--- src/rtl/dtt_pkg.sv ---
package dtt_pkg;

    typedef enum logic [2:0] {
        CMD_IDLE = 3'd0,
        CMD_ACT  = 3'd1,
        CMD_RD   = 3'd2,
        CMD_WR   = 3'd3,
        CMD_PRE  = 3'd4,
        CMD_REF  = 3'd5,
        CMD_BST  = 3'd6
    } cmd_e;

    // whole cycles covering a time, rounded up
    function automatic int ns2ck(input int t_ns, input int clk_ns);
        return (t_ns + clk_ns - 1) / clk_ns;
    endfunction

    function automatic int imax(input int a, input int b);
        return (a > b) ? a : b;
    endfunction

endpackage

--- src/rtl/dtt_bank.sv ---
module dtt_bank #(
    parameter int CW      = 4,
    parameter int RCD_CK  = 2,
    parameter int RAS_CK  = 5,
    parameter int RC_CK   = 7,
    parameter int RP_CK   = 2,
    parameter int RDAP_CK = 6,
    parameter int WRL_CK  = 2,
    parameter int WRS_CK  = 1,
    parameter int DALL_CK = 4,
    parameter int DALS_CK = 3,
    parameter int AGE_MAX = 10000
) (
    input  logic clk,
    input  logic rst_n,
    input  logic act_go,
    input  logic rd_go,
    input  logic wr_go,
    input  logic pre_go,
    input  logic ref_go,
    input  logic ap,
    input  logic wr_short,
    output logic is_open,
    output logic act_ok,
    output logic col_ok,
    output logic ras_ok,
    output logic pre_ok,
    output logic idle_ok,
    output logic overrun
);

    localparam int AGE_W = $clog2(AGE_MAX + 2);

    // load value N-1 gives a spacing of N cycles
    localparam logic [CW-1:0] L_RCD  = CW'((RCD_CK  > 0) ? RCD_CK  - 1 : 0);
    localparam logic [CW-1:0] L_RAS  = CW'((RAS_CK  > 0) ? RAS_CK  - 1 : 0);
    localparam logic [CW-1:0] L_RC   = CW'((RC_CK   > 0) ? RC_CK   - 1 : 0);
    localparam logic [CW-1:0] L_RP   = CW'((RP_CK   > 0) ? RP_CK   - 1 : 0);
    localparam logic [CW-1:0] L_RDAP = CW'((RDAP_CK > 0) ? RDAP_CK - 1 : 0);
    localparam logic [CW-1:0] L_WRL  = CW'((WRL_CK  > 0) ? WRL_CK  - 1 : 0);
    localparam logic [CW-1:0] L_WRS  = CW'((WRS_CK  > 0) ? WRS_CK  - 1 : 0);
    localparam logic [CW-1:0] L_DALL = CW'((DALL_CK > 0) ? DALL_CK - 1 : 0);
    localparam logic [CW-1:0] L_DALS = CW'((DALS_CK > 0) ? DALS_CK - 1 : 0);
    localparam logic [AGE_W-1:0] AGE_LIM = AGE_W'(AGE_MAX);

    typedef struct packed {
        logic             open;
        logic [CW-1:0]    rcd;
        logic [CW-1:0]    ras;
        logic [CW-1:0]    rc;
        logic [CW-1:0]    rp;
        logic [CW-1:0]    wr;
        logic [AGE_W-1:0] age;
    } bank_st_t;

    bank_st_t st_d, st_q;

    function automatic logic [CW-1:0] dec(input logic [CW-1:0] v);
        return (v == '0) ? v : v - 1'b1;
    endfunction

    function automatic logic [CW-1:0] mx(input logic [CW-1:0] a, input logic [CW-1:0] b);
        return (a > b) ? a : b;
    endfunction

    always_comb begin
        st_d     = st_q;
        st_d.rcd = dec(st_q.rcd);
        st_d.ras = dec(st_q.ras);
        st_d.rc  = dec(st_q.rc);
        st_d.rp  = dec(st_q.rp);
        st_d.wr  = dec(st_q.wr);
        if (st_q.open && (st_q.age <= AGE_LIM)) begin
            st_d.age = st_q.age + 1'b1;
        end

        if (act_go) begin
            st_d.open = 1'b1;
            st_d.rcd  = L_RCD;
            st_d.ras  = L_RAS;
            st_d.rc   = L_RC;
            st_d.age  = AGE_W'(1);
        end

        if (rd_go && ap) begin
            st_d.open = 1'b0;
            st_d.rp   = mx(st_d.rp, L_RDAP);
        end

        if (wr_go) begin
            st_d.wr = mx(st_d.wr, wr_short ? L_WRS : L_WRL);
            if (ap) begin
                st_d.open = 1'b0;
                st_d.rp   = mx(st_d.rp, wr_short ? L_DALS : L_DALL);
            end
        end

        if (pre_go && st_q.open) begin
            st_d.open = 1'b0;
            st_d.rp   = mx(st_d.rp, L_RP);
        end

        if (ref_go) begin
            st_d.rc = mx(st_d.rc, L_RC);
        end
    end

    always_ff @(posedge clk) begin
        if (!rst_n) begin
            st_q <= '0;
        end else begin
            st_q <= st_d;
        end
    end

    assign is_open = st_q.open;
    assign act_ok  = !st_q.open && (st_q.rp == '0) && (st_q.rc == '0);
    assign col_ok  = st_q.open && (st_q.rcd == '0);
    assign ras_ok  = (st_q.ras == '0);
    assign pre_ok  = !st_q.open || ((st_q.ras == '0) && (st_q.wr == '0));
    assign idle_ok = !st_q.open && (st_q.rp == '0);
    assign overrun = st_q.open && (st_q.age > AGE_LIM);

endmodule

--- src/rtl/dtt_global.sv ---
module dtt_global #(
    parameter int CW     = 4,
    parameter int RRD_CK = 2,
    parameter int CCD_CK = 1,
    parameter int CDL_CK = 1,
    parameter int BDL_CK = 1
) (
    input  logic clk,
    input  logic rst_n,
    input  logic act_go,
    input  logic rd_go,
    input  logic wr_go,
    output logic rrd_ok,
    output logic col_ok,
    output logic bst_ok
);

    localparam int WCOL_CK = (CCD_CK > CDL_CK) ? CCD_CK : CDL_CK;
    localparam logic [CW-1:0] L_RRD  = CW'((RRD_CK  > 0) ? RRD_CK  - 1 : 0);
    localparam logic [CW-1:0] L_CCD  = CW'((CCD_CK  > 0) ? CCD_CK  - 1 : 0);
    localparam logic [CW-1:0] L_WCOL = CW'((WCOL_CK > 0) ? WCOL_CK - 1 : 0);
    localparam logic [CW-1:0] L_BDL  = CW'((BDL_CK  > 0) ? BDL_CK  - 1 : 0);

    typedef struct packed {
        logic [CW-1:0] rrd;
        logic [CW-1:0] col;
        logic [CW-1:0] bdl;
    } glob_st_t;

    glob_st_t st_d, st_q;

    function automatic logic [CW-1:0] dec(input logic [CW-1:0] v);
        return (v == '0) ? v : v - 1'b1;
    endfunction

    always_comb begin
        st_d.rrd = dec(st_q.rrd);
        st_d.col = dec(st_q.col);
        st_d.bdl = dec(st_q.bdl);
        if (act_go) begin
            st_d.rrd = L_RRD;
        end
        if (rd_go) begin
            st_d.col = L_CCD;
        end
        if (wr_go) begin
            st_d.col = L_WCOL;
            st_d.bdl = L_BDL;
        end
    end

    always_ff @(posedge clk) begin
        if (!rst_n) begin
            st_q <= '0;
        end else begin
            st_q <= st_d;
        end
    end

    assign rrd_ok = (st_q.rrd == '0);
    assign col_ok = (st_q.col == '0);
    assign bst_ok = (st_q.bdl == '0);

endmodule

--- src/rtl/dram_timing_tracker.sv ---
module dram_timing_tracker
    import dtt_pkg::*;
#(
    parameter int CLK_NS       = 10,
    parameter int T_RRD_NS     = 20,
    parameter int T_RCD_NS     = 20,
    parameter int T_RP_NS      = 20,
    parameter int T_RAS_MIN_NS = 50,
    parameter int T_RAS_MAX_NS = 100000,
    parameter int T_RC_NS      = 70,
    parameter int T_DAL_NS     = 20,
    parameter int WR_LONG_CK   = 2,
    parameter int WR_SHORT_CK  = 1,
    parameter int T_CCD_CK     = 1,
    parameter int T_CDL_CK     = 1,
    parameter int T_BDL_CK     = 1,
    parameter int BURST_LEN    = 4,
    parameter int BANK_BITS    = 2,
    parameter int ADDR_BITS    = 12,
    parameter int AP_BIT       = 10
) (
    input  logic                     clk,
    input  logic                     rst_n,
    input  logic                     cmd_valid,
    input  logic [2:0]               cmd_op,
    input  logic [BANK_BITS-1:0]     cmd_bank,
    input  logic [ADDR_BITS-1:0]     cmd_addr,
    input  logic                     wr_short,
    output logic                     cmd_grant,
    output logic                     cmd_stall,
    output logic [2**BANK_BITS-1:0]  bank_open,
    output logic                     ras_overrun
);

    localparam int NUM_BANKS  = 2 ** BANK_BITS;
    localparam int RRD_CK     = ns2ck(T_RRD_NS, CLK_NS);
    localparam int RCD_CK     = ns2ck(T_RCD_NS, CLK_NS);
    localparam int RP_CK      = ns2ck(T_RP_NS, CLK_NS);
    localparam int RAS_CK     = ns2ck(T_RAS_MIN_NS, CLK_NS);
    localparam int RASMAX_CK  = ns2ck(T_RAS_MAX_NS, CLK_NS);
    localparam int RC_CK      = ns2ck(T_RC_NS, CLK_NS);
    localparam int DALL_CK    = WR_LONG_CK + ns2ck(T_DAL_NS, CLK_NS);
    localparam int DALS_CK    = WR_SHORT_CK + ns2ck(T_DAL_NS, CLK_NS);
    localparam int RDAP_CK    = BURST_LEN + RP_CK;
    localparam int MAX_CK     = imax(imax(imax(RRD_CK, RCD_CK), imax(RAS_CK, RC_CK)),
                                     imax(imax(DALL_CK, RDAP_CK),
                                          imax(imax(T_CCD_CK, T_CDL_CK), T_BDL_CK)));
    localparam int CW         = $clog2(MAX_CK + 1) + 1;

    typedef struct packed {
        cmd_e op;
        logic ap;
        logic active;
        logic ready;
    } dec_t;

    dec_t dc;

    logic [NUM_BANKS-1:0] bk_open, bk_act_ok, bk_col_ok, bk_ras_ok;
    logic [NUM_BANKS-1:0] bk_pre_ok, bk_idle_ok, bk_over;
    logic [NUM_BANKS-1:0] act_go, rd_go, wr_go, pre_go;
    logic                 g_rrd_ok, g_col_ok, g_bst_ok;
    logic                 any_act, any_rd, any_wr, ref_go;
    logic                 unused_addr;

    assign unused_addr = ^cmd_addr;

    always_comb begin
        dc.op     = cmd_e'(cmd_op);
        dc.ap     = cmd_addr[AP_BIT];
        dc.active = cmd_valid && (dc.op != CMD_IDLE);
        case (dc.op)
            CMD_ACT: dc.ready = bk_act_ok[cmd_bank] && g_rrd_ok;
            CMD_RD,
            CMD_WR:  dc.ready = bk_col_ok[cmd_bank] && g_col_ok &&
                                (!dc.ap || bk_ras_ok[cmd_bank]);
            CMD_PRE: dc.ready = bk_pre_ok[cmd_bank];
            CMD_REF: dc.ready = &bk_idle_ok;
            CMD_BST: dc.ready = g_bst_ok;
            default: dc.ready = 1'b0;
        endcase
    end

    assign cmd_grant = dc.active && dc.ready;
    assign cmd_stall = dc.active && !dc.ready;
    assign ref_go    = cmd_grant && (dc.op == CMD_REF);
    assign any_act   = |act_go;
    assign any_rd    = |rd_go;
    assign any_wr    = |wr_go;

    for (genvar i = 0; i < NUM_BANKS; i++) begin : g_bank
        logic sel;
        assign sel       = cmd_grant && (cmd_bank == BANK_BITS'(i));
        assign act_go[i] = sel && (dc.op == CMD_ACT);
        assign rd_go[i]  = sel && (dc.op == CMD_RD);
        assign wr_go[i]  = sel && (dc.op == CMD_WR);
        assign pre_go[i] = sel && (dc.op == CMD_PRE);

        dtt_bank #(
            .CW      (CW),
            .RCD_CK  (RCD_CK),
            .RAS_CK  (RAS_CK),
            .RC_CK   (RC_CK),
            .RP_CK   (RP_CK),
            .RDAP_CK (RDAP_CK),
            .WRL_CK  (WR_LONG_CK),
            .WRS_CK  (WR_SHORT_CK),
            .DALL_CK (DALL_CK),
            .DALS_CK (DALS_CK),
            .AGE_MAX (RASMAX_CK)
        ) i_bank (
            .clk      (clk),
            .rst_n    (rst_n),
            .act_go   (act_go[i]),
            .rd_go    (rd_go[i]),
            .wr_go    (wr_go[i]),
            .pre_go   (pre_go[i]),
            .ref_go   (ref_go),
            .ap       (dc.ap),
            .wr_short (wr_short),
            .is_open  (bk_open[i]),
            .act_ok   (bk_act_ok[i]),
            .col_ok   (bk_col_ok[i]),
            .ras_ok   (bk_ras_ok[i]),
            .pre_ok   (bk_pre_ok[i]),
            .idle_ok  (bk_idle_ok[i]),
            .overrun  (bk_over[i])
        );
    end

    dtt_global #(
        .CW     (CW),
        .RRD_CK (RRD_CK),
        .CCD_CK (T_CCD_CK),
        .CDL_CK (T_CDL_CK),
        .BDL_CK (T_BDL_CK)
    ) i_global (
        .clk    (clk),
        .rst_n  (rst_n),
        .act_go (any_act),
        .rd_go  (any_rd),
        .wr_go  (any_wr),
        .rrd_ok (g_rrd_ok),
        .col_ok (g_col_ok),
        .bst_ok (g_bst_ok)
    );

    assign bank_open   = bk_open;
    assign ras_overrun = |bk_over;

endmodule

--- config.mk ---
export PLATFORM = sky130hd
export DESIGN_NAME = dram_timing_tracker
export DESIGN_NICKNAME = d
export VERILOG_FILES = /design/src/rtl/dtt_pkg.sv /design/src/rtl/dtt_bank.sv /design/src/rtl/dtt_global.sv /design/src/rtl/dram_timing_tracker.sv
export SDC_FILE = /design/constraint.sdc
export NUM_CORES = 1
export LEC_CHECK = 0
export BUFFER_PORTS_ARGS = -buffer_cell sky130_fd_sc_hd__buf_2
export CORE_MARGIN = 2
export CORE_UTILIZATION = 60
export DETAILED_ROUTE_END_ITERATION = 8
export PLACE_DENSITY = 0.79
export SKIP_CTS_REPAIR_TIMING = 1
export SLEW_MARGIN = 0
export SYNTH_ARGS = -nofsm -noshare
export SYNTH_HDL_FRONTEND = slang
export SYNTH_SLANG_ARGS = --single-unit
--- constraint.sdc ---
create_clock -name clk -period 9.57 [get_ports clk]
set_input_delay 0.957 -clock clk [delete_from_list [all_inputs] [get_ports clk]]
set_output_delay 0.957 -clock clk [all_outputs]
set_load 0.02 [all_outputs]
# Word level (Yosys, flattened, before mapping)
# Cells that the tools add are included.
[word_totals] inputBits=21 reg_bits=152 word_cells=330 output_inout_bits=7
[op_classes] n_reduce_logical=114 eq_ne=18 bitwise=1 muxes=97 n_addsub=27 magnitude_cmp=29
[ops] cell="$mux W4" count=56
[ops] cell="$logic_not A4 Y1" count=23
[ops] cell="$sub A4 B1 Y4 const B" count=23
[ops] cell="$logic_and A1 B1 Y1" count=59
[ops] cell="$add A14 B1 Y14 const B" count=4
[ops] cell="$gt A14 B14 Y1 const B" count=4
[ops] cell="$le A14 B14 Y1 const B" count=4
[ops] cell="$mux W13" count=4
[ops] cell="$gt A4 B3 Y1 const B" count=8
[ops] cell="$mux W8" count=4
[ops] cell="$mux W1" count=28
[ops] cell="$gt A4 B4 Y1" count=6
[ops] cell="$ne A2 B1 Y1 const B" count=9
[ops] cell="$reduce_or A2 Y1" count=9
[ops] cell="$gt A4 B1 Y1 const B" count=4
[ops] cell="$reduce_or A5 Y1" count=2
[ops] cell="$eq A3 B3 Y1 const B" count=3
[ops] cell="$reduce_or A9 Y1" count=1
[ops] cell="$bmux W1 S2" count=4
[ops] cell="$reduce_bool A2 Y1" count=4
[ops] cell="$reduce_or A4 Y1" count=2
[ops] cell="$eq A3 B2 Y1 const B" count=2
[ops] cell="$logic_not A1 Y1" count=6
[ops] cell="$logic_or A1 B1 Y1" count=5
[ops] cell="other kinds (11)" count=12

# Logic depth before layout (Yosys ltp)
# Gate-level depths: netlist of the first run.
[logic_depth] depth_word=19 depth_mapped=16 ltp_nobuf=14

# Cells and area by module
# A second synthesis of the first run with hierarchy kept.
[hier_totals] hier_cells=1040 area_unflattened_um2=8813.5
[modules_own_cells] module="dtt_bank" instances=4 cells_per_inst=231 area_per_inst_um2=1951.9
[modules_own_cells] module="dtt_global" instances=1 cells_per_inst=60 area_per_inst_um2=588.1
[modules_own_cells] module="dram_timing_tracker" instances=1 cells_per_inst=56 area_per_inst_um2=417.9

# Least setup slack after synthesis of the first run
# OpenSTA, ideal clock, no wires.
[synth_timing] kind="input -> register" start="in cmd_bank[0]" end="reg g_bank[0].i_bank.st_q[18] (netlist bit)" cell_stages=13 t_arrival_ns=3.668 t_required_ns=9.495 path_slack_ns=5.827 path_cell_list="mux4_2 > o2111ai_1 > a211oi_1 > a211o_2 > o21ai_4 > inv_4 > buf_6 > a31oi_1 > ha_1 > o31a_1 > nand4_1 > mux2_2 > o22ai_1"
[synth_via] elab_chain_cells=17 word_cells_on_any_way=29 cone_classes="2 x order compare; 15 x mux; 12 x reduce/logical"
[synth_rtl] item="from (decl)" line="dram_timing_tracker.sv:26" text="input logic [BANK_BITS-1:0] cmd_bank,"
[synth_rtl] item="$bmux W1 S2 (on tied branches)" line="dram_timing_tracker.sv:75, dram_timing_tracker.sv:76"
[synth_rtl] item="$mux W1 (on tied branches)" line="dram_timing_tracker.sv:75, dram_timing_tracker.sv:76"
[synth_rtl] item="$logic_and A1 B1 Y1 or $logic_or A1 B1 Y1 (tied branches)" line="dram_timing_tracker.sv:75, dram_timing_tracker.sv:76"
[synth_rtl] item="$logic_and A1 B1 Y1" line="dram_timing_tracker.sv:75" text="CMD_WR: dc.ready = bk_col_ok[cmd_bank] && g_col_ok &&"
[synth_rtl] item="$pmux W1 S5" line="dram_timing_tracker.sv:72" text="case (dc.op)"
[synth_rtl] item="$logic_and A1 B1 Y1" line="dram_timing_tracker.sv:84" text="assign cmd_grant = dc.active && dc.ready;"
[synth_rtl] item="$logic_and A1 B1 Y1 *" line="dram_timing_tracker.sv:93" text="assign sel = cmd_grant && (cmd_bank == BANK_BITS'(i));"
[synth_rtl] item="$logic_and A1 B1 Y1" line="dram_timing_tracker.sv:95" text="assign rd_go[i] = sel && (dc.op == CMD_RD);"
[synth_rtl] item="$logic_and A1 B1 Y1" line="dtt_bank.sv:85" text="if (rd_go && ap) begin"
[synth_rtl] item="$mux W4" line="dtt_bank.sv:85"
[synth_rtl] item="$gt A4 B4 Y1" line="dtt_bank.sv:63" text="return (a > b) ? a : b;"
[synth_rtl] item="$mux W4" line="dtt_bank.sv:63"
[synth_rtl] item="$mux W4" line="dtt_bank.sv:92" text="if (ap) begin"
[synth_rtl] item="$mux W8" line="dtt_bank.sv:90" text="if (wr_go) begin"
[synth_rtl] item="$gt A4 B1 Y1" line="dtt_bank.sv:63"
[synth_rtl] item="$mux W4" line="dtt_bank.sv:63"
[synth_rtl] item="$mux W4 *" line="dtt_bank.sv:98" text="if (pre_go && st_q.open) begin"
[synth_rtl] item="to (signal assigned)" line="dtt_bank.sv:112" text="st_q <= st_d;"
[synth_rtl] item="to (decl)" line="dtt_bank.sv:56" text="bank_st_t st_d, st_q;"
# Mark *: on every way between the ends. The rest lies on a longest branch, timed or not. The select of a mux whose other input is x is not followed.
# A chain may end at the register's enable or synchronous reset.

# Final worst setup path of the first run
[layout_timing] start="in cmd_op[0]" end="out cmd_grant"
[layout_via] elab_chain_cells=4 word_cells_on_any_way=11 cone_classes="6 x eq/ne; 1 x mux; 4 x reduce/logical"
[layout_rtl] item="from (decl)" line="dram_timing_tracker.sv:25" text="input logic [2:0] cmd_op,"
[layout_rtl] item="$eq A3 B2 Y1" line="dram_timing_tracker.sv:72"
[layout_rtl] item="$reduce_or A2 Y1" line="dram_timing_tracker.sv:72"
[layout_rtl] item="$pmux W1 S5" line="dram_timing_tracker.sv:72"
[layout_rtl] item="$logic_and A1 B1 Y1 *" line="dram_timing_tracker.sv:84"
[layout_rtl] item="to (decl)" line="dram_timing_tracker.sv:29" text="output logic cmd_grant,"
# Mark *: on every way between the ends. The rest lies on a longest branch, timed or not.

==> results of run 1 <==
==> area by class of cell <==
type                       count  share of cell area
multi-input combinational    743               0.536
timing repair buffer          18              0.0105
sequential                   152               0.334
clock inverter                 9              0.0135
clock buffer                  22              0.0521
inverter                      68              0.0283
tap                          180              0.0248
antenna                        1            0.000275
==> cells in the final DEF (no fill, tap or decap), drive strengths merged, types with 13 or more instances in the layout <==
cell type and count:
nand2 65, nand3 28, xor2 39, nor3 35
mux2 13, and3 21, or3 23, nand4 22
buf 18, o21ai 27, dfxtp 152, xnor2 38
nor2 141, o31ai 15, a21oi 69, ha 55
inv 68, clkbuf 22
==> layer usage <==
| layer | wire length (µm) | part of all wire |
|---|---|---|
| met1 | 7970 | 0.49 |
| met2 | 7420 | 0.45 |
| met3 | 633 | 0.039 |
| met4 | 323 | 0.020 |
| met5 | 0 | 0 |
==> metrics by stage <==
step / instances / setup WS, ns / util / hold slack [ns] / instance area (µm²)
5_1_grt: 1192 / 5.33 / 0.660 / 0.515 / 9100
4_1_cts: 1192 / 5.51 / 0.660 / 0.487 / 9100
3_5_place_dp: 1161 / 5.23 / 0.617 / 0.478 / 8500
3_3_place_gp: 1161 / 5.26 / 0.617 / 0.462 / 8500
6_report: 1193 / 5.47 / 0.661 / 0.482 / 9100
2_1_floorplan: 999 / 5.83 / - / 0.452 / 8360
==> worst register-to-register path, delay by kind of cell, from the launching register on <==
| kind | cells | cell delay [ns] |
|---|---|---|
| compound gates | 7 | 1.43 |
| fa+ha+maj | 2 | 0.50 |
| buf+inv | 2 | 0.35 |
| flops | 1 | 0.31 |
| mux | 1 | 0.34 |
| simple gates | 2 | 0.70 |
==> registers in the layout, summed over array words and instances, names as in the netlist <==
| register | flops |
|---|---|
| g_bank.i_bank.st_q | 136 |
| g_bank.i_bank.is_open | 4 |
| i_global.st_q | 12 |
==> power by group through the flow <==
| stage | registers [mW] | clock network, mW | logic [mW] |
|---|---|---|---|
| after CTS | 0.937 | 0.689 | 1.19 |
| after floorplan | 0.914 | 0 | 0.992 |
| after global routing | 0.964 | 0.713 | 1.37 |
| final | 0.938 | 0.674 | 1.19 |
| after global placement | 0.942 | 0 | 1.14 |
| after detailed placement | 0.947 | 0 | 1.17 |
==> final timing paths <==
path,startpoint,end,slack [ns],depth (start not counted)
setup / recovery,cmd_op[0],cmd_grant,5.47,8
hold / removal,g_bank[0].i_bank.st_q[22],g_bank[0].i_bank.st_q[22],0.48,2
setup reg to reg,g_bank[1].i_bank.st_q[30],g_bank[0].i_bank.st_q[18],5.86,14
hold reg to reg,g_bank[0].i_bank.st_q[22],g_bank[0].i_bank.st_q[22],0.48,2
==> cell families (layout without fill, tap and decap cells) <==
family                     Yosys count  in the layout
and+or+nand+nor                    411            411
adders and majority gates           55             55
buffers and inverters              104            117
AOI/OAI and AO/OA                  180            180
xor gates and xnor gates            77             77
DFF                                152            152
other                                0              1
muxes                               20             20
==> tab_implementation.tex, run 1 <==
\begin{tabular}{lr}
\hline
Metric & Value \\
\hline
\multicolumn{2}{l}{\textbf{Status}} \\
\quad Run status & complete, no violations \\
\multicolumn{2}{l}{\textbf{Global route}} \\
\quad Global Route Usage Sum & 0.231 \\
\quad Top Usage Layer GRT & met2 \\
\quad Largest net degree at the start of global routing & 35 \\
\quad Via count of the first global-routing pass & slightly above 6,000 \\
\quad Met1 GRT Util & 0.299 \\
\quad Initial antenna violation count & 0 \\
\quad Global-route met3 utilization & 0.0548 \\
\quad Total global routing overflow & 0 \\
\quad Global-route wire length before repair & 27.8 mm \\
\quad Global Route met2 Usage & 0.375 \\
\multicolumn{2}{l}{\textbf{Logic synthesis}} \\
\quad Part of the Yosys area used for sequential elements & 0.364 \\
\quad Largest family of logic cells by synthesized area & simple AND/OR/NAND/NOR gates \\
\quad Adder and majority cell fraction of the synthesized area & 0.0823 \\
\quad Library cell with the highest instance count after synthesis & dfxtp\_1 \\
\quad Prevailing post-synth register cell & dfxtp\_1 \\
\quad Synthesized flop and latch total & between 150 and 200 \\
\quad Xor/xnor share of the synthesized area & 0.0806 \\
\quad Top post-synthesis cells by area & dfxtp\_1, ha\_1, nor2\_1 \\
\quad Fraction of registers with async set/reset & 0 \\
\quad Number of synthesized flops with an enable pin & 0 \\
\quad Synth Area in Compound Gates & 0.144 \\
\quad Net count after synthesis & 1,075 \\
\quad Number of library cell types mapped by synthesis & 73 \\
\quad Mapped Avg Cell Area & 8.37 µm² \\
\quad Cell accounting for the most synthesized area & dfxtp\_1 \\
\quad Most numerous cell types in the synthesized netlist & dfxtp\_1, nor2\_1, a21oi\_1, inv\_1, nand2\_1 \\
\quad Instance count of the mapped netlist & 999 \\
\quad Fraction of the mapped netlist area in simple logic gates & 0.249 \\
\quad Portion of netlist area occupied by mux cells & 0.0274 \\
\quad Yosys synthesis warning count & 0 \\
\quad Proportion of netlist area held by the largest area contributor & 0.364 \\
\quad Synth Cell Area & 0.00836 mm² \\
\multicolumn{2}{l}{\textbf{Critical path}} \\
\quad Largest stage delay, worst path & 0.72 ns \\
\quad Count of buffer and inverter cells on the critical path & 3 \\
\quad Maximum fanout along the worst path & 25 \\
\quad Crit Path Class & in -> out \\
\quad Kind of launch point of the worst setup path & input pin \\
\quad Data arrival at the endpoint of the critical path & 3.14 ns \\
\quad Worst EP required & roughly 8.6 ns \\
\quad CP max-delay cell & nor3b\_1 \\
\quad Setup crit end kind & output port \\
\quad CP Cell Sequence & buf\_2, nor3b\_1, nand2b\_1, nor4\_2, a211o\_2, o21ai\_4, inv\_4, buf\_2 \\
\quad Cell type with the highest occurrence count on the critical path & buf\_2 \\
\quad Delay-heaviest family, CP & simple AND/OR/NAND/NOR gates \\
\multicolumn{2}{l}{\textbf{Power and ir drop}} \\
\quad Power density over cell area & 307 mW/mm² \\
\quad Worst VDD drop & 0.000212 V \\
\quad Internal Dissipation & roughly 1.8 mW \\
\quad Share of power burned in combinational logic & 0.424 \\
\quad Net Switching & 1.03 mW \\
\quad Fraction of power consumed by sequential logic & 0.335 \\
\quad Design Power & 2.80 mW \\
\quad Static leakage & around 3.7 nW \\
\quad Switching part of the total power & 0.369 \\
\quad Share of power burned in the clock network & 0.241 \\
\multicolumn{2}{l}{\textbf{Floorplan}} \\
\quad Area of the die & 0.0149 mm² \\
\quad Vertical die dimension & 122 µm \\
\quad \# rows & 43 \\
\quad Ports & 28 \\
\quad Die extent in x & $\sim$120 µm \\
\quad Core box area & 0.0138 mm² \\
\quad Initial core utilization & 0.607 \\
\multicolumn{2}{l}{\textbf{STA}} \\
\quad Worst setup skew after layout & roughly 0.0056 ns \\
\quad Crit path time final & 4.10 ns \\
\quad Final setup violation count & 0 \\
\quad Pins Over Slew Limit & 0 \\
\quad RSZ-0062 raised after global routing & false \\
\quad Final hold vios & 0 \\
\quad Summed negative setup slack over all endpoints & 0 ns \\
\quad Worst slew margin & 0.408 \\
\quad Final clock period utilization by the worst path & 0.428 \\
\quad Maximum operating frequency & roughly 240 MHz \\
\quad Slew of the pin with the lowest slew margin & roughly 0.89 ns \\
\multicolumn{2}{l}{\textbf{Worst hold path}} \\
\quad Type of the most critical hold path & reg -> reg \\
\multicolumn{2}{l}{\textbf{Finish}} \\
\quad Area growth, synth to finish & 8.78\% \\
\quad Layout cells sized above 1 & 0.0810 \\
\quad Area taken by multi-input logic gates & 0.00488 mm² \\
\quad Register area & 0.00304 mm² \\
\quad Final net count & 1,076 \\
\quad \# fillers & 1,167 \\
\multicolumn{2}{l}{\textbf{Placed design}} \\
\quad IO Port Bufs & 16 \\
\quad Detail Placement HPWL & roughly 12 mm \\
\quad RD Place Congestion & 0.880 \\
\multicolumn{2}{l}{\textbf{CTS}} \\
\quad Sink count of the clock tree & 152 \\
\quad Total clock buffers created by CTS & 17 \\
\quad Max Buffers Root-to-Sink & 2 \\
\quad Htree depth & 4 \\
\quad Clock tree root driver cell & clkbuf\_16 \\
\quad Register clock-pin slew on the reported worst setup and hold paths & around 0.06 ns \\
\quad Skew-Pair Late Insertion Delay & 0.42 ns \\
\quad TritonCTS clock tree & built \\
\multicolumn{2}{l}{\textbf{Detailed routing}} \\
\quad Number of nets with antenna violations after detailed routing & 0 \\
\quad Wirelength, routed & 16.3 mm \\
\quad Detailed-route wire length per cell & about 14 µm \\
\quad Number of design-rule violations left by the first detailed-router iteration & $\sim$340 \\
\quad Length of the first detailed-routing pass in iterations & 5 \\
\quad Average via count per standard cell & 5.66 \\
\quad DRC & 0 \\
\quad Vias post-DR & between 6,000 and 7,000 \\
\multicolumn{2}{l}{\textbf{Flow run}} \\
\quad Count of maximum capacitance violations & 0 \\
\hline
\end{tabular}
Power figures use the tool's default switching activity.
==> inputs of run 2 (changes only) <==
Clock period 9.57 ns to 4.1 ns, I/O delays scaled along.
==> run 2 against run 1 <==
Compared with the run above: cell area rose by 1.7%; combinational power rose by 140%; sequential share of layout area fell by 0.56 points; worst setup slack got worse by 5.0 ns; final cell count rose by 1.2%; clock skew rose by 0.0027 ns; die area did not move.
==> tab_implementation.tex, run 2 (same netlist as run 1, synthesis figures left out) <==
\begin{tabular}{lr}
\hline
Metric & Value \\
\hline
\multicolumn{2}{l}{\textbf{Status}} \\
\quad Run status & complete, no violations \\
\multicolumn{2}{l}{\textbf{Power and ir drop}} \\
\quad Net Switching & $\sim$2.5 mW \\
\quad Fraction of power consumed by sequential logic & 0.322 \\
\quad Share of power burned in combinational logic & 0.425 \\
\quad Internal Dissipation & 4.30 mW \\
\quad Power density over cell area & 735 mW/mm² \\
\quad Design Power & 6.80 mW \\
\quad Worst VDD drop & 0.000454 V \\
\quad Share of power burned in the clock network & 0.252 \\
\quad Switching part of the total power & 0.367 \\
\quad Static leakage & 3.77 nW \\
\multicolumn{2}{l}{\textbf{Critical path}} \\
\quad Worst EP required & $\sim$4.4 ns \\
\quad Maximum fanout along the worst path & 5 \\
\quad Data arrival at the endpoint of the critical path & 3.87 ns \\
\quad Setup crit end kind & flop \\
\quad Crit Path Class & reg -> reg \\
\quad Kind of launch point of the worst setup path & flop \\
\multicolumn{2}{l}{\textbf{STA}} \\
\quad Final-layout worst hold slack & 0.382 ns \\
\quad Final hold vios & 0 \\
\quad Crit path time final & between 3 and 4 ns \\
\quad Worst slew margin & 0.474 \\
\quad RSZ-0062 raised after global routing & false \\
\quad Summed negative setup slack over all endpoints & 0 ns \\
\quad Worst setup skew after layout & 0.00826 ns \\
\quad Final setup violation count & 0 \\
\quad Maximum operating frequency & around 280 MHz \\
\quad Final clock period utilization by the worst path & 0.873 \\
\quad Final worst slack & 0.521 ns \\
\quad Slew of the pin with the lowest slew margin & 0.789 ns \\
\quad Pins Over Slew Limit & 0 \\
\multicolumn{2}{l}{\textbf{Floorplan}} \\
\quad \# rows & 43 \\
\quad Area of the die & 0.0149 mm² \\
\quad Ports & 28 \\
\quad Vertical die dimension & approximately 120 µm \\
\quad Core box area & 0.0138 mm² \\
\quad Initial core utilization & 0.607 \\
\quad Die extent in x & $\sim$120 µm \\
\multicolumn{2}{l}{\textbf{Global route}} \\
\quad Initial antenna violation count & 1 \\
\quad Via count of the first global-routing pass & 6,516 \\
\quad Largest net degree at the start of global routing & 34 \\
\quad Total global routing overflow & 0 \\
\quad Global-route wire length before repair & 29.0 mm \\
\quad Global Route Usage Sum & 0.241 \\
\multicolumn{2}{l}{\textbf{Detailed routing}} \\
\quad Vias post-DR & roughly 6,900 \\
\quad Number of design-rule violations left by the first detailed-router iteration & 431 \\
\quad Detailed-route wire length per cell & 14.2 µm \\
\quad Wirelength, routed & 17.2 mm \\
\quad Average via count per standard cell & 5.72 \\
\quad Length of the first detailed-routing pass in iterations & 5 \\
\quad Number of nets with antenna violations after detailed routing & 0 \\
\quad DRC & 0 \\
\multicolumn{2}{l}{\textbf{Worst hold path}} \\
\quad Type of the most critical hold path & in -> reg \\
\multicolumn{2}{l}{\textbf{Finish}} \\
\quad \# fillers & between 1,000 and 1,500 \\
\quad Most frequent cells in the layout & dfxtp\_1, nor2\_1, inv\_1, a21oi\_1, nand2\_1 \\
\quad Largest register FFs & 136 \\
\quad Most common library cell in the layout ignoring fill and taps & dfxtp\_1 \\
\quad Layout cells sized above 1 & 0.0945 \\
\quad Final design utilization & 0.672 \\
\quad Final net count & between 1,000 and 1,500 \\
\quad Register containing the most flip-flops in the final layout & g\_bank.i\_bank.st\_q \\
\quad Area growth, synth to finish & 10.6\% \\
\multicolumn{2}{l}{\textbf{Placed design}} \\
\quad IO Port Bufs & 16 \\
\quad Detail Placement HPWL & 12.1 mm \\
\quad RD Place Congestion & 0.908 \\
\quad Place WS & 0.520 ns \\
\multicolumn{2}{l}{\textbf{CTS}} \\
\quad Skew-Pair Late Insertion Delay & 0.42 ns \\
\quad Total clock buffers created by CTS & 17 \\
\quad Max Buffers Root-to-Sink & 2 \\
\quad Sink count of the clock tree & 152 \\
\quad Register clock-pin slew on the reported worst setup and hold paths & 0.06 ns \\
\quad TritonCTS clock tree & built \\
\quad Htree depth & 4 \\
\quad Clock tree root driver cell & clkbuf\_16 \\
\multicolumn{2}{l}{\textbf{Flow run}} \\
\quad Count of maximum capacitance violations & 0 \\
\hline
\end{tabular}
[run 2: power groups by stage]
| stage | logic (mW) | registers (mW) | clock network, mW |
|---|---|---|---|
| final | 2.89 | 2.19 | 1.72 |
| after global routing | 3.31 | 2.25 | 1.81 |
| after CTS | 2.88 | 2.18 | 1.74 |
| after detailed placement | 2.85 | 2.21 | 0 |
| after global placement | 2.75 | 2.20 | 0 |
| after floorplan | 2.32 | 2.13 | 0 |
[run 2: worst max-delay path, stage by stage (launching register included)]
cell and delay [ns]:
dfxtp_1 0.32, inv_1 0.06, ha_1 0.19, or3b_1 0.48, nor4_1 0.61, o31ai_1 0.18, a211oi_1 0.35, a21oi_1 0.07
a211o_1 0.30, ha_1 0.28, o31ai_1 0.06, or3_1 0.34, nand2_1 0.08, o221ai_1 0.12
[run 2: final timing paths]
kind	from	end	slack, ns	cells after the start
hold / removal	wr_short	g_bank[0].i_bank.st_q[18]	0.38	3
hold reg to reg	g_bank[0].i_bank.st_q[22]	g_bank[0].i_bank.st_q[22]	0.48	2
setup / recovery	g_bank[0].i_bank.st_q[26]	g_bank[1].i_bank.st_q[18]	0.52	13
setup reg to reg	g_bank[0].i_bank.st_q[26]	g_bank[1].i_bank.st_q[18]	0.52	13
[run 2: per-layer routing]
| layer | track usage | up-vias | part of all wire |
|---|---|---|---|
| met2 | 0.423 | 145 | 0.48 |
| met1 | 0.299 | 3222 | 0.46 |
| li1 | - | 3518 | - |
| met5 | 0 | - | 0 |
| met4 | 0.0575 | 0 | 0.0095 |
| met3 | 0.0529 | 17 | 0.048 |
[run 2: final cells by class]
class | instances | area (µm²) | area share
Multi-Input combinational cell | 743 | 4880 | 0.527
Sequential cell | 152 | 3040 | 0.329
Clock buffer | 20 | 457 | 0.0494
Inverter | 68 | 258 | 0.0279
Tap cell | 180 | 225 | 0.0243
Clock inverter | 12 | 196 | 0.0212
Timing Repair Buffer | 31 | 193 | 0.0208
Antenna cell | 1 | 2.50 | 0.000270
[run 2: metrics by stage]
step | instances | instance area, µm²
global placement | 1174 | 8600
floorplan | 999 | 8360
finish | 1207 | 9250
CTS | 1206 | 9250
detailed placement | 1174 | 8600
global route | 1206 | 9250
==> inputs of run 3 (changes only) <==
Settings changed: BUFFER_PORTS_ARGS -buffer_cell sky130_fd_sc_hd__buf_2 to -buffer_cell sky130_fd_sc_hd__clkbuf_2.
==> run 3 against run 2 <==
Compared with the run above: power shrank 4.2%; clock power shrank 18%; via count up 0.17%; combinational power about the same; worst hold slack lost 0.056 ns; sequential share of layout area is 0.40 points higher; count of clock-buffer cells in the layout increased by 8; register-to-register slack worse by 0.04 ns; global-route usage increased by 0.29 points; final cell count is essentially flat; wire length rose by 0.71%; critical endpoint is now g_bank[0].i_bank.st_q[18]; largest cell class unchanged.
==> tab_implementation.tex, run 3 (same netlist as run 1, synthesis figures left out) <==
\begin{tabular}{lr}
\hline
Metric & Value \\
\hline
\multicolumn{2}{l}{\textbf{Power and ir drop}} \\
\quad Worst VDD drop & 0.000429 V \\
\quad Static leakage & 3.73 nW \\
\quad Power density over cell area & 712 mW/mm² \\
\multicolumn{2}{l}{\textbf{CTS}} \\
\quad Register clock-pin slew on the reported worst setup and hold paths & 0.06 ns \\
\quad TritonCTS clock tree & built \\
\quad Sink count of the clock tree & 152 \\
\quad Htree depth & 4 \\
\quad Max Buffers Root-to-Sink & 2 \\
\quad Total clock buffers created by CTS & 17 \\
\quad Clock tree root driver cell & clkbuf\_16 \\
\quad Skew-Pair Late Insertion Delay & 0.44 ns \\
\multicolumn{2}{l}{\textbf{Floorplan}} \\
\quad Area of the die & 0.0149 mm² \\
\quad Die extent in x & approximately 120 µm \\
\quad Initial core utilization & 0.607 \\
\quad Ports & 28 \\
\quad Vertical die dimension & 122 µm \\
\quad \# rows & 43 \\
\quad Core box area & approximately 0.014 mm² \\
\multicolumn{2}{l}{\textbf{Finish}} \\
\quad Area growth, synth to finish & 9.29\% \\
\quad Final design utilization & 0.664 \\
\quad Most frequent cells in the layout & dfxtp\_1, nor2\_1, inv\_1, a21oi\_1, nand2\_1 \\
\quad Area taken by multi-input logic gates & 0.00488 mm² \\
\quad \# fillers & 1,163 \\
\quad Final net count & 1,092 \\
\quad Most common library cell in the layout ignoring fill and taps & dfxtp\_1 \\
\quad Antenna diode count & 0 \\
\quad Largest register FFs & 136 \\
\quad Layout cells sized above 1 & 0.0905 \\
\quad Register containing the most flip-flops in the final layout & g\_bank.i\_bank.st\_q \\
\quad Register area & between 0.003 and 0.004 mm² \\
\multicolumn{2}{l}{\textbf{Detailed routing}} \\
\quad Average via count per standard cell & about 5.7 \\
\quad Number of nets with antenna violations after detailed routing & 0 \\
\quad DRC & 0 \\
\quad Vias post-DR & 6,914 \\
\quad Number of design-rule violations left by the first detailed-router iteration & roughly 470 \\
\quad Detailed-route wire length per cell & 14.3 µm \\
\quad Length of the first detailed-routing pass in iterations & 5 \\
\quad Wirelength, routed & 17.3 mm \\
\multicolumn{2}{l}{\textbf{Critical path}} \\
\quad Maximum fanout along the worst path & 14 \\
\quad Setup crit end kind & flop \\
\quad Kind of launch point of the worst setup path & flop \\
\quad Crit Path Class & reg -> reg \\
\quad Data arrival at the endpoint of the critical path & 3.98 ns \\
\quad Worst EP required & 4.46 ns \\
\multicolumn{2}{l}{\textbf{Flow run}} \\
\quad Count of maximum capacitance violations & 0 \\
\multicolumn{2}{l}{\textbf{Global route}} \\
\quad Global-route wire length before repair & 28.9 mm \\
\quad Initial antenna violation count & 0 \\
\quad Total global routing overflow & 0 \\
\quad Via count of the first global-routing pass & $\sim$6,400 \\
\quad Largest net degree at the start of global routing & 34 \\
\quad Global Route Usage Sum & 0.243 \\
\multicolumn{2}{l}{\textbf{Placed design}} \\
\quad IO Port Bufs & 16 \\
\quad RD Place Congestion & between 0.8 and 0.9 \\
\quad Detail Placement HPWL & between 10 and 15 mm \\
\multicolumn{2}{l}{\textbf{STA}} \\
\quad RSZ-0062 raised after global routing & false \\
\quad Worst slew margin & 0.456 \\
\quad Slew of the pin with the lowest slew margin & 0.815 ns \\
\quad Pins Over Slew Limit & 0 \\
\quad Final hold vios & 0 \\
\quad Final clock period utilization by the worst path & 0.883 \\
\quad Maximum operating frequency & $\sim$280 MHz \\
\quad Crit path time final & 3.62 ns \\
\quad Summed negative setup slack over all endpoints & 0 ns \\
\quad Final setup violation count & 0 \\
\quad Worst setup skew after layout & 0.00779 ns \\
\multicolumn{2}{l}{\textbf{Worst hold path}} \\
\quad Type of the most critical hold path & in -> reg \\
\multicolumn{2}{l}{\textbf{Status}} \\
\quad Run status & complete, no violations \\
\hline
\end{tabular}
-- run 3: cell count changes in the layout (fill, tap and decap cells not counted) --
cell	before	now
clkinvlp_4	3	0
buf_4	15	18
clkbuf_2	0	16
clkbuf_8	2	4
diode_2	1	0
inv_6	1	0
buf_2	16	0
bufinv_16	5	0
clkbuf_1	1	7
-- run 3: cell type report --
type | instances | share of cell area
clock buffer | 28 | 0.0554
clock inverter | 3 | 0.00164
inverter | 68 | 0.0282
multi-input combinational | 743 | 0.534
sequential | 152 | 0.333
tap | 180 | 0.0246
timing repair buffer | 34 | 0.0235
-- run 3: worst max-delay path, cell delays in order (launching register included) --
cell,delay (ns)
dfxtp_1,0.33
inv_1,0.08
ha_1,0.23
nor4b_1,0.15
buf_4,0.17
a221oi_1,0.30
nor4_2,0.11
a211o_2,0.36
o21ai_4,0.27
inv_4,0.14
a31oi_1,0.26
ha_1,0.29
o31a_1,0.29
nand4_1,0.09
mux2_2,0.33
o22ai_1,0.15
-- run 3: power breakdown --
group	internal, mW	leakage [nW]	switching (mW)	total (mW)
clock network	0.831	0.258	0.582	1.41
registers	1.86	1.24	0.329	2.19
logic	1.33	2.22	1.57	2.91
total	4.03	3.73	2.48	6.51
-- run 3: routing by layer --
metal | global-route usage | up-vias | wire length (µm)
met5 | 0 | - | 0
met4 | 0.105 | 0 | 363
met3 | 0.0571 | 34 | 729
met2 | 0.398 | 129 | 8110
met1 | 0.307 | 3220 | 8120
li1 | - | 3531 | -
-- run 3: final timing paths --
| kind | from | endpoint | slack [ns] | depth (start not counted) |
|---|---|---|---|---|
| setup / recovery | g_bank[0].i_bank.st_q[18] | g_bank[0].i_bank.st_q[18] | 0.48 | 15 |
| hold / removal | wr_short | g_bank[0].i_bank.st_q[18] | 0.33 | 3 |
| setup reg to reg | g_bank[0].i_bank.st_q[18] | g_bank[0].i_bank.st_q[18] | 0.48 | 15 |
| hold reg to reg | g_bank[3].i_bank.st_q[13] | g_bank[3].i_bank.st_q[13] | 0.48 | 2 |
-- run 3: per-stage QoR --
stage                     instances  power, mW  hold WS, ns  worst slack (ns)  instance area [µm²]
final                          1208       6.51        0.326             0.478                 9140
after global routing           1208       7.04        0.340             0.261                 9140
after CTS                      1208       6.51        0.321             0.509                 9140
after detailed placement       1177       5.06        0.472             0.422                 8620
after global placement         1177       4.95        0.469             0.452                 8620
after floorplan                 999       4.45        0.452             0.791                 8360
